**src/rtl/ctl3w_pkg.sv**
```systemverilog
package ctl3w_pkg;
    localparam int BYTE_W   = 8;
    localparam int ADDR_W   = 6;
    localparam int VOL_W    = 6;
    localparam int TONE_W   = 5;
    localparam int CTRL_W   = 7;
    localparam int LOCK_W   = 15;
    localparam int BITCNT_W = $clog2(BYTE_W);

    typedef enum logic [1:0] {
        XT_TONE  = 2'b00,
        XT_NONE1 = 2'b01,
        XT_CTRL  = 2'b10,
        XT_NONE3 = 2'b11
    } xfer_t;

    typedef struct packed {
        logic              sel;
        xfer_t             xt;
        logic [VOL_W-1:0]  vr;
        logic [VOL_W-1:0]  vl;
        logic [TONE_W-1:0] bass;
        logic [TONE_W-1:0] treb;
        logic [CTRL_W-1:0] c0;
        logic [CTRL_W-1:0] c1;
    } bank_t;
endpackage

```
**src/rtl/ctl3w_sync.sv**
```systemverilog
module ctl3w_sync #(
    parameter int W      = 3,
    parameter int STAGES = 2
) (
    input  logic         clk,
    input  logic         rst_n,
    input  logic [W-1:0] d,
    output logic [W-1:0] q
);
    logic [STAGES-1:0][W-1:0] pipe_d, pipe_q;

    always_comb begin
        pipe_d[0] = d;
        for (int i = 1; i < STAGES; i++) begin
            pipe_d[i] = pipe_q[i-1];
        end
    end

    always_ff @(posedge clk or negedge rst_n) begin
        if (!rst_n) pipe_q <= '0;
        else        pipe_q <= pipe_d;
    end

    assign q = pipe_q[STAGES-1];
endmodule

```
**src/rtl/ctl3w_shift.sv**
```systemverilog
module ctl3w_shift
    import ctl3w_pkg::*;
(
    input  logic              clk,
    input  logic              rst_n,
    input  logic              s_mode,
    input  logic              s_clk,
    input  logic              s_data,
    output logic              byte_vld,
    output logic              byte_is_addr,
    output logic [BYTE_W-1:0] byte_val,
    output logic              mode_chg
);
    typedef struct packed {
        logic [BYTE_W-1:0]   sr;
        logic [BITCNT_W-1:0] cnt;
        logic                mode;
        logic                clk_last;
        logic                vld;
        logic                is_addr;
    } shf_t;

    localparam logic [BITCNT_W-1:0] LAST_BIT = BITCNT_W'(BYTE_W - 1);

    shf_t                s_d, s_q;
    logic [BITCNT_W-1:0] cnt_base;

    always_comb begin
        s_d          = s_q;
        s_d.vld      = 1'b0;
        s_d.clk_last = s_clk;
        s_d.mode     = s_mode;
        mode_chg     = (s_mode != s_q.mode);
        cnt_base     = mode_chg ? '0 : s_q.cnt;
        s_d.cnt      = cnt_base;
        if (s_clk && !s_q.clk_last) begin
            s_d.sr = {s_data, s_q.sr[BYTE_W-1:1]};
            if (cnt_base == LAST_BIT) begin
                s_d.cnt     = '0;
                s_d.vld     = 1'b1;
                s_d.is_addr = ~s_mode;
            end else begin
                s_d.cnt = cnt_base + 1'b1;
            end
        end
    end

    always_ff @(posedge clk or negedge rst_n) begin
        if (!rst_n) s_q <= '0;
        else        s_q <= s_d;
    end

    assign byte_vld     = s_q.vld;
    assign byte_is_addr = s_q.is_addr;
    assign byte_val     = s_q.sr;
endmodule

```
**src/rtl/ctl3w_regs.sv**
```systemverilog
module ctl3w_regs
    import ctl3w_pkg::*;
#(
    parameter logic [ADDR_W-1:0] DEV_ADDR = 6'b000101
) (
    input  logic              clk,
    input  logic              rst_n,
    input  logic              byte_vld,
    input  logic              byte_is_addr,
    input  logic [BYTE_W-1:0] byte_val,
    output bank_t             bank,
    output logic [LOCK_W-1:0] lock_len
);
    bank_t b_d, b_q;

    always_comb begin
        b_d = b_q;
        if (byte_vld) begin
            if (byte_is_addr) begin
                b_d.sel = (byte_val[BYTE_W-1 -: ADDR_W] == DEV_ADDR);
                b_d.xt  = xfer_t'(byte_val[1:0]);
            end else if (b_q.sel) begin
                case (b_q.xt)
                    XT_TONE: begin
                        case (byte_val[7:6])
                            2'b00:   b_d.vr   = byte_val[VOL_W-1:0];
                            2'b01:   b_d.vl   = byte_val[VOL_W-1:0];
                            2'b10:   b_d.bass = byte_val[TONE_W-1:0];
                            default: b_d.treb = byte_val[TONE_W-1:0];
                        endcase
                    end
                    XT_CTRL: begin
                        if (byte_val[7]) b_d.c1 = byte_val[CTRL_W-1:0];
                        else             b_d.c0 = byte_val[CTRL_W-1:0];
                    end
                    default: ;
                endcase
            end
        end
    end

    always_ff @(posedge clk or negedge rst_n) begin
        if (!rst_n) b_q <= '0;
        else        b_q <= b_d;
    end

    always_comb begin
        case (b_q.c1[6:5])
            2'b00:   lock_len = LOCK_W'(512);
            2'b01:   lock_len = LOCK_W'(2048);
            2'b10:   lock_len = LOCK_W'(4096);
            default: lock_len = LOCK_W'(16384);
        endcase
    end

    assign bank = b_q;
endmodule

```
**src/rtl/ctl3w_rx.sv**
```systemverilog
module ctl3w_rx
    import ctl3w_pkg::*;
#(
    parameter logic [ADDR_W-1:0] DEV_ADDR    = 6'b000101,
    parameter int                SYNC_STAGES = 2
) (
    input  logic              clk,
    input  logic              rst_n,
    input  logic              cb_mode,
    input  logic              cb_clk,
    input  logic              cb_data,
    output logic [VOL_W-1:0]  vol_right,
    output logic [VOL_W-1:0]  vol_left,
    output logic [TONE_W-1:0] bass_lvl,
    output logic [TONE_W-1:0] treble_lvl,
    output logic [CTRL_W-1:0] ctrl0,
    output logic [CTRL_W-1:0] ctrl1,
    output logic [LOCK_W-1:0] lock_len
);
    logic [2:0]        sync_q;
    logic              byte_vld, byte_is_addr, mode_chg;
    logic [BYTE_W-1:0] byte_val;
    bank_t             bank;

    ctl3w_sync #(.W(3), .STAGES(SYNC_STAGES)) u_sync (
        .clk   (clk),
        .rst_n (rst_n),
        .d     ({cb_mode, cb_clk, cb_data}),
        .q     (sync_q)
    );

    ctl3w_shift u_shift (
        .clk          (clk),
        .rst_n        (rst_n),
        .s_mode       (sync_q[2]),
        .s_clk        (sync_q[1]),
        .s_data       (sync_q[0]),
        .byte_vld     (byte_vld),
        .byte_is_addr (byte_is_addr),
        .byte_val     (byte_val),
        .mode_chg     (mode_chg)
    );

    ctl3w_regs #(.DEV_ADDR(DEV_ADDR)) u_regs (
        .clk          (clk),
        .rst_n        (rst_n),
        .byte_vld     (byte_vld),
        .byte_is_addr (byte_is_addr),
        .byte_val     (byte_val),
        .bank         (bank),
        .lock_len     (lock_len)
    );

    assign vol_right  = bank.vr;
    assign vol_left   = bank.vl;
    assign bass_lvl   = bank.bass;
    assign treble_lvl = bank.treb;
    assign ctrl0      = bank.c0;
    assign ctrl1      = bank.c1;
endmodule

```
**config.mk**
```make
export PLATFORM = sky130hd
export DESIGN_NAME = ctl3w_rx
export DESIGN_NICKNAME = d
export VERILOG_FILES = /design/src/rtl/ctl3w_pkg.sv /design/src/rtl/ctl3w_sync.sv /design/src/rtl/ctl3w_shift.sv /design/src/rtl/ctl3w_regs.sv /design/src/rtl/ctl3w_rx.sv
export SDC_FILE = /design/constraint.sdc
export NUM_CORES = 1
export LEC_CHECK = 0
export BUFFER_PORTS_ARGS = -buffer_cell sky130_fd_sc_hd__buf_2
export CAP_MARGIN = 20
export CORE_UTILIZATION = 40
export DETAILED_ROUTE_END_ITERATION = 8
export GPL_ROUTABILITY_DRIVEN = 0
export HOLD_SLACK_MARGIN = 0.02
export SYNTH_ARGS = -nofsm -noshare
export SYNTH_HDL_FRONTEND = slang
export SYNTH_SLANG_ARGS = --single-unit
export TNS_END_PERCENT = 50
```
**constraint.sdc**
```tcl
create_clock -name clk -period 1.52 [get_ports clk]
set_input_delay 0.228 -clock clk [delete_from_list [all_inputs] [get_ports clk]]
set_output_delay 0.228 -clock clk [all_outputs]
set_load 0.02 [all_outputs]
```
## Word-level counts from Yosys, hierarchy flattened

Cells that the tools add are included.

| storage, ports and cells | value |
|---|---|
| input bits | 5 |
| flip-flop bits (word level) | 60 |
| output and inout port bits | 51 |
| word-level logic and storage cells | 49 |

| operators by class | value |
|---|---|
| bitwise gates (word level) | 4 |
| muxes and demuxes | 6 |
| reductions and logical operators | 14 |
| $add $sub $neg | 1 |
| eq/ne operators | 8 |

Operator list:

| kind | count |
|---|---|
| one-hot mux 15 bit (3 select lines) | 1 |
| AND reduction 5 bit | 6 |
| 2-to-1 mux 3 bit | 3 |
| equality test 2 bit, second input constant | 3 |
| equality test 6 x 3 -> 1 bit, second input constant | 1 |
| zero test 2 bit | 3 |
| equality test 2 x 1 -> 1 bit, second input constant | 2 |
| 2-to-1 mux 2 bit | 2 |
| NOT 1 bit | 4 |
| AND reduction 2 bit | 2 |
| adder 3 x 1 -> 3 bit, second input constant | 1 |
| equality test 3 bit, second input constant | 1 |
| OR reduction 3 bit | 1 |
| logical AND 1 bit | 1 |
| zero test 1 bit | 1 |
| inequality test 1 bit | 1 |

## Depth between registers and ports, before layout

| depth | value |
|---|---|
| word-level depth | 5 |
| mapped depth | 6 |
| depth with buffers taken out | 6 |

## By module

Synthesis repeated with hierarchy kept, for this count alone.

| second synthesis, totals | value |
|---|---|
| cell total of the unflattened synthesis | 163 |
| area, all modules | 2509.9 um^2 |

Modules (own cells, without submodules):

| module | cells each | sequential area each (um^2) | area each (um^2) | times used |
|---|---|---|---|---|
| ctl3w_regs | 110 | 975.9 | 1702.9 | 1 |
| ctl3w_shift | 47 | 375.4 | 656.9 | 1 |
| ctl3w_sync | 6 | 150.1 | 150.1 | 1 |

## Worst setup path before layout

No wires, ideal clock.

| timing path | value |
|---|---|
| kind | register to register |
| start | reg u_sync.pipe_q, in the netlist u_sync.q[2] |
| end | reg u_shift.s_q[6] (netlist name) |
| setup slack | 0.030 ns |
| period minus slack after synthesis | 1.490 ns |
| cell stages (with the launch flop) | 6 |
| arrival time | 1.365 ns |
| setup time | 0.125 ns |
| path buffers | 0 |
| data required time | 1.395 ns |
| cell sequence | dfrtp_1 xnor2_1 and2_1 ha_1 ha_1 mux2_2 |

RTL lines:

| item | line | RTL |
|---|---|---|
| from (decl) | ctl3w_sync.sv:10 | `logic [STAGES-1:0][W-1:0] pipe_d, pipe_q;` |
| from (signal assigned) | ctl3w_sync.sv:21 | `else pipe_q <= pipe_d;` |
| to (signal assigned) | ctl3w_shift.sv:49 | `if (!rst_n) s_q <= '0;` |
| to (signal assigned) | ctl3w_shift.sv:50 | `else s_q <= s_d;` |
| to (decl) | ctl3w_shift.sv:25 | `shf_t s_d, s_q;` |

==> flow_summary.json <==
{
  "synth_commonest_cells": "dfrtp_1, buf_4, mux2_2",
  "finalCritPeriodShare_pct": 99.4,
  "setup_violations": 0,
  "netlist_area_um2": 2660,
  "wire_per_inst_um": 13.7,
  "synth_cells": 190,
  "rows": 29,
  "ys_top_cells_by_area": "dfrtp_1, mux2_2, buf_4, mux2_4, and2_1",
  "grt_pass1_vias": 1377,
  "ioPinCount": 56,
  "fin_tns_setup_ns": 0,
  "grt_pass1_wl_mm": 6.86,
  "peakVddDrop_mv": 0.644,
  "port-buffer-count": 44,
  "synth.distinct_cells": 25,
  "vias": 1393,
  "routed_wl_mm": 4.19,
  "dr.pass1.iters": 4,
  "die_y_um": 83.6,
  "multi_input_comb_area_um2": 825,
  "diodes": 0,
  "antenna_left": 0,
  "overflow": 0,
  "fin_crit_ns": 1.51,
  "die-area_um2": 6990,
  "nets": 230,
  "cp_data_arrival_time_ns": 1.73,
  "status": "finished clean",
  "synthArstFlopShare_pct": 100,
  "hold_slack_ns": 0.347,
  "drtIter0Drc": 67,
  "cts_tree": "yes",
  "slew_viol_final": 0,
  "clockRootBuffer": "clkbuf_8",
  "grt_max_degree": 61,
  "clock_skew_ns": 0.00470,
  "p_leak_nw": 1.62,
  "fmax_ghz": 0.662,
  "clk_pin_slew_worst_paths_ns": 0.06,
  "track_usage_pct": 13.1,
  "synth.top_cell.area_share_pct": 56.4,
  "synth.avg_cell_area_um2": 14.0,
  "synthFlopType": "dfrtp_1",
  "cp-end-kind": "register",
  "ys_ff_latch": 60,
  "clkLatencyLatePin_ns": 0.33,
  "crit_type": "reg -> reg",
  "rsz0062_at_grt": "true",
  "synth_edf_count": 0,
  "cts_made_buffers": 9,
  "min_path_type": "reg -> reg",
  "h-tree-depth": 3,
  "clock_path_buffers": 2,
  "syn_to_final_growth_pct": 12.0,
  "start_util_pct": 41.7,
  "dpl.hpwl_mm": 2.68,
  "p_per_area_nw_per_um2": 1130,
  "synth_most_common_cell": "dfrtp_1",
  "dieWidth_um": 83.6,
  "drc": 0,
  "synth_largest_area_cell": "dfrtp_1",
  "required_ns": 1.74,
  "avgViaCountPerCell": 4.57,
  "start_kind": "register",
  "core_area_um2": 6390,
  "yosysWarnings": 0,
  "cap_violations": 0,
  "hold_viol_final": 0,
  "antenna_found_initial": 0,
  "cp_max_fo": 3,
  "place_inst": 281,
  "layoutNonFillerInstCount": 305,
  "clock_sinks": 60,
  "fill_cells": 586,
  "ys_seq_area_share_pct": 56.4,
  "regArea_um2": 1500,
  "final_layout_size_suffix_gt1_share_pct": 53.1
}
==> worst max-delay path, cell delays in order (launching register included) <==
cell and delay, ns:
dfrtp_1 0.39, xnor2_1 0.14, and2_1 0.15, ha_1 0.19, ha_1 0.26, mux2_2 0.26
==> placed cells by master, fill, tap and decap left out <==
| cell type | n |
|---|---|
| a21oi_1 | 2 |
| clkinv_2 | 2 |
| nand4b_1 | 1 |
| nor2b_1 | 3 |
| and3b_1 | 1 |
| and4b_1 | 1 |
| buf_12 | 2 |
| mux2_4 | 7 |
| nand2_1 | 3 |
| ha_1 | 2 |
| conb_1 | 11 |
| and2_1 | 5 |
| nor4bb_1 | 1 |
| nand4b_4 | 1 |
| clkbuf_8 | 10 |
| xor2_1 | 1 |
| buf_4 | 13 |
| nand4_1 | 1 |
| mux2_2 | 41 |
| dlygate4sd3_1 | 4 |
| nand3_2 | 1 |
| dfrtp_1 | 60 |
| xnor2_1 | 1 |
| clkbuf_1 | 4 |
| buf_2 | 44 |
| nor2_1 | 4 |
| nand3_1 | 1 |
| o21ai_0 | 1 |
==> path summary, 6_finish.rpt <==
path | start | endpoint | cells past startpoint | slack, ns
max | u_sync.q[2] | u_shift.s_q[6] | 5 | 0.01
min | u_sync.pipe_d[4] | u_sync.q[1] | 0 | 0.35
max reg2reg | u_sync.q[2] | u_shift.s_q[6] | 5 | 0.01
min reg2reg | u_sync.pipe_d[4] | u_sync.q[1] | 0 | 0.35
max in group asynchronous | rst_n | u_regs.bank[24] | 3 | 0.82
min in group asynchronous | rst_n | u_regs.bank[18] | 3 | 0.43
==> metal layers <==
layer  vias to the layer above  routed length (um)  track usage, %
li1                        652                   -               -
met4                         0                  42            6.01
met3                         5                 230            5.84
met2                        38                2060            19.8
met5                         -                   0               0
met1                       698                1850            16.2
==> where the power goes <==
group          leakage (nW)  total (mW)  internal, mW  switching (mW)
Combinational         0.734       0.268         0.140           0.128
Sequential            0.802        1.92          1.70           0.219
Clock                0.0844        1.19         0.633           0.561
==> logic make-up (layout without fill, tap and decap cells) <==
kind of cell	after synthesis	count (layout)	synth area share [%]
mux	48	48	21.3
flops	60	60	56.4
fa+ha+maj	2	2	0.939
xor+xnor	2	2	0.658
buf+inv	51	79	14.4
other cells	1	11	0.141
compound gates	3	3	0.563
simple gates	23	23	5.64
==> per-stage QoR <==
| stage | power, mW | cell area [um2] | utilization [%] | setup slack (ns) |
|---|---|---|---|---|
| 2_1_floorplan | 2.02 | 2700 | - | 0.0301 |
| 3_3_place_gp | 2.22 | 2740 | 42.9 | 0.0245 |
| 4_1_cts | 3.44 | 2950 | 46.2 | 0.0112 |
| 5_1_grt | 3.57 | 2980 | 46.7 | -0.0547 |
| 3_5_place_dp | 2.22 | 2740 | 42.9 | -0.00924 |
| 6_report | 3.38 | 2980 | 46.7 | 0.00982 |
==> layout make-up <==
cell class	count	area share, %
sequential	60	50.3
multi-input combinational	89	27.6
timing repair buffer	63	13.3
clock buffer	14	5.12
tap	77	3.23
clock inverter	2	0.336
==> registers in the layout, summed over array words and instances (netlist names) <==
name,cells
u_shift.s_q,5
u_shift.byte_is_addr,1
u_shift.byte_vld,1
u_sync.pipe_d,3
u_regs.bank,39
u_sync.q,3
u_shift.byte_val,8
==> repair_timing <==
action | in CTS | in global routing
buffers inserted | 1 | 3
hold buffers | 4 | 0
pin swaps | 2 | 2
endpoints found under the setup margin | 1 | 18
hold endpoints to repair | 63 | 0
resized for setup | 0 | 1
gates cloned | 0 | 0
(Power assumes the default switching activity.)
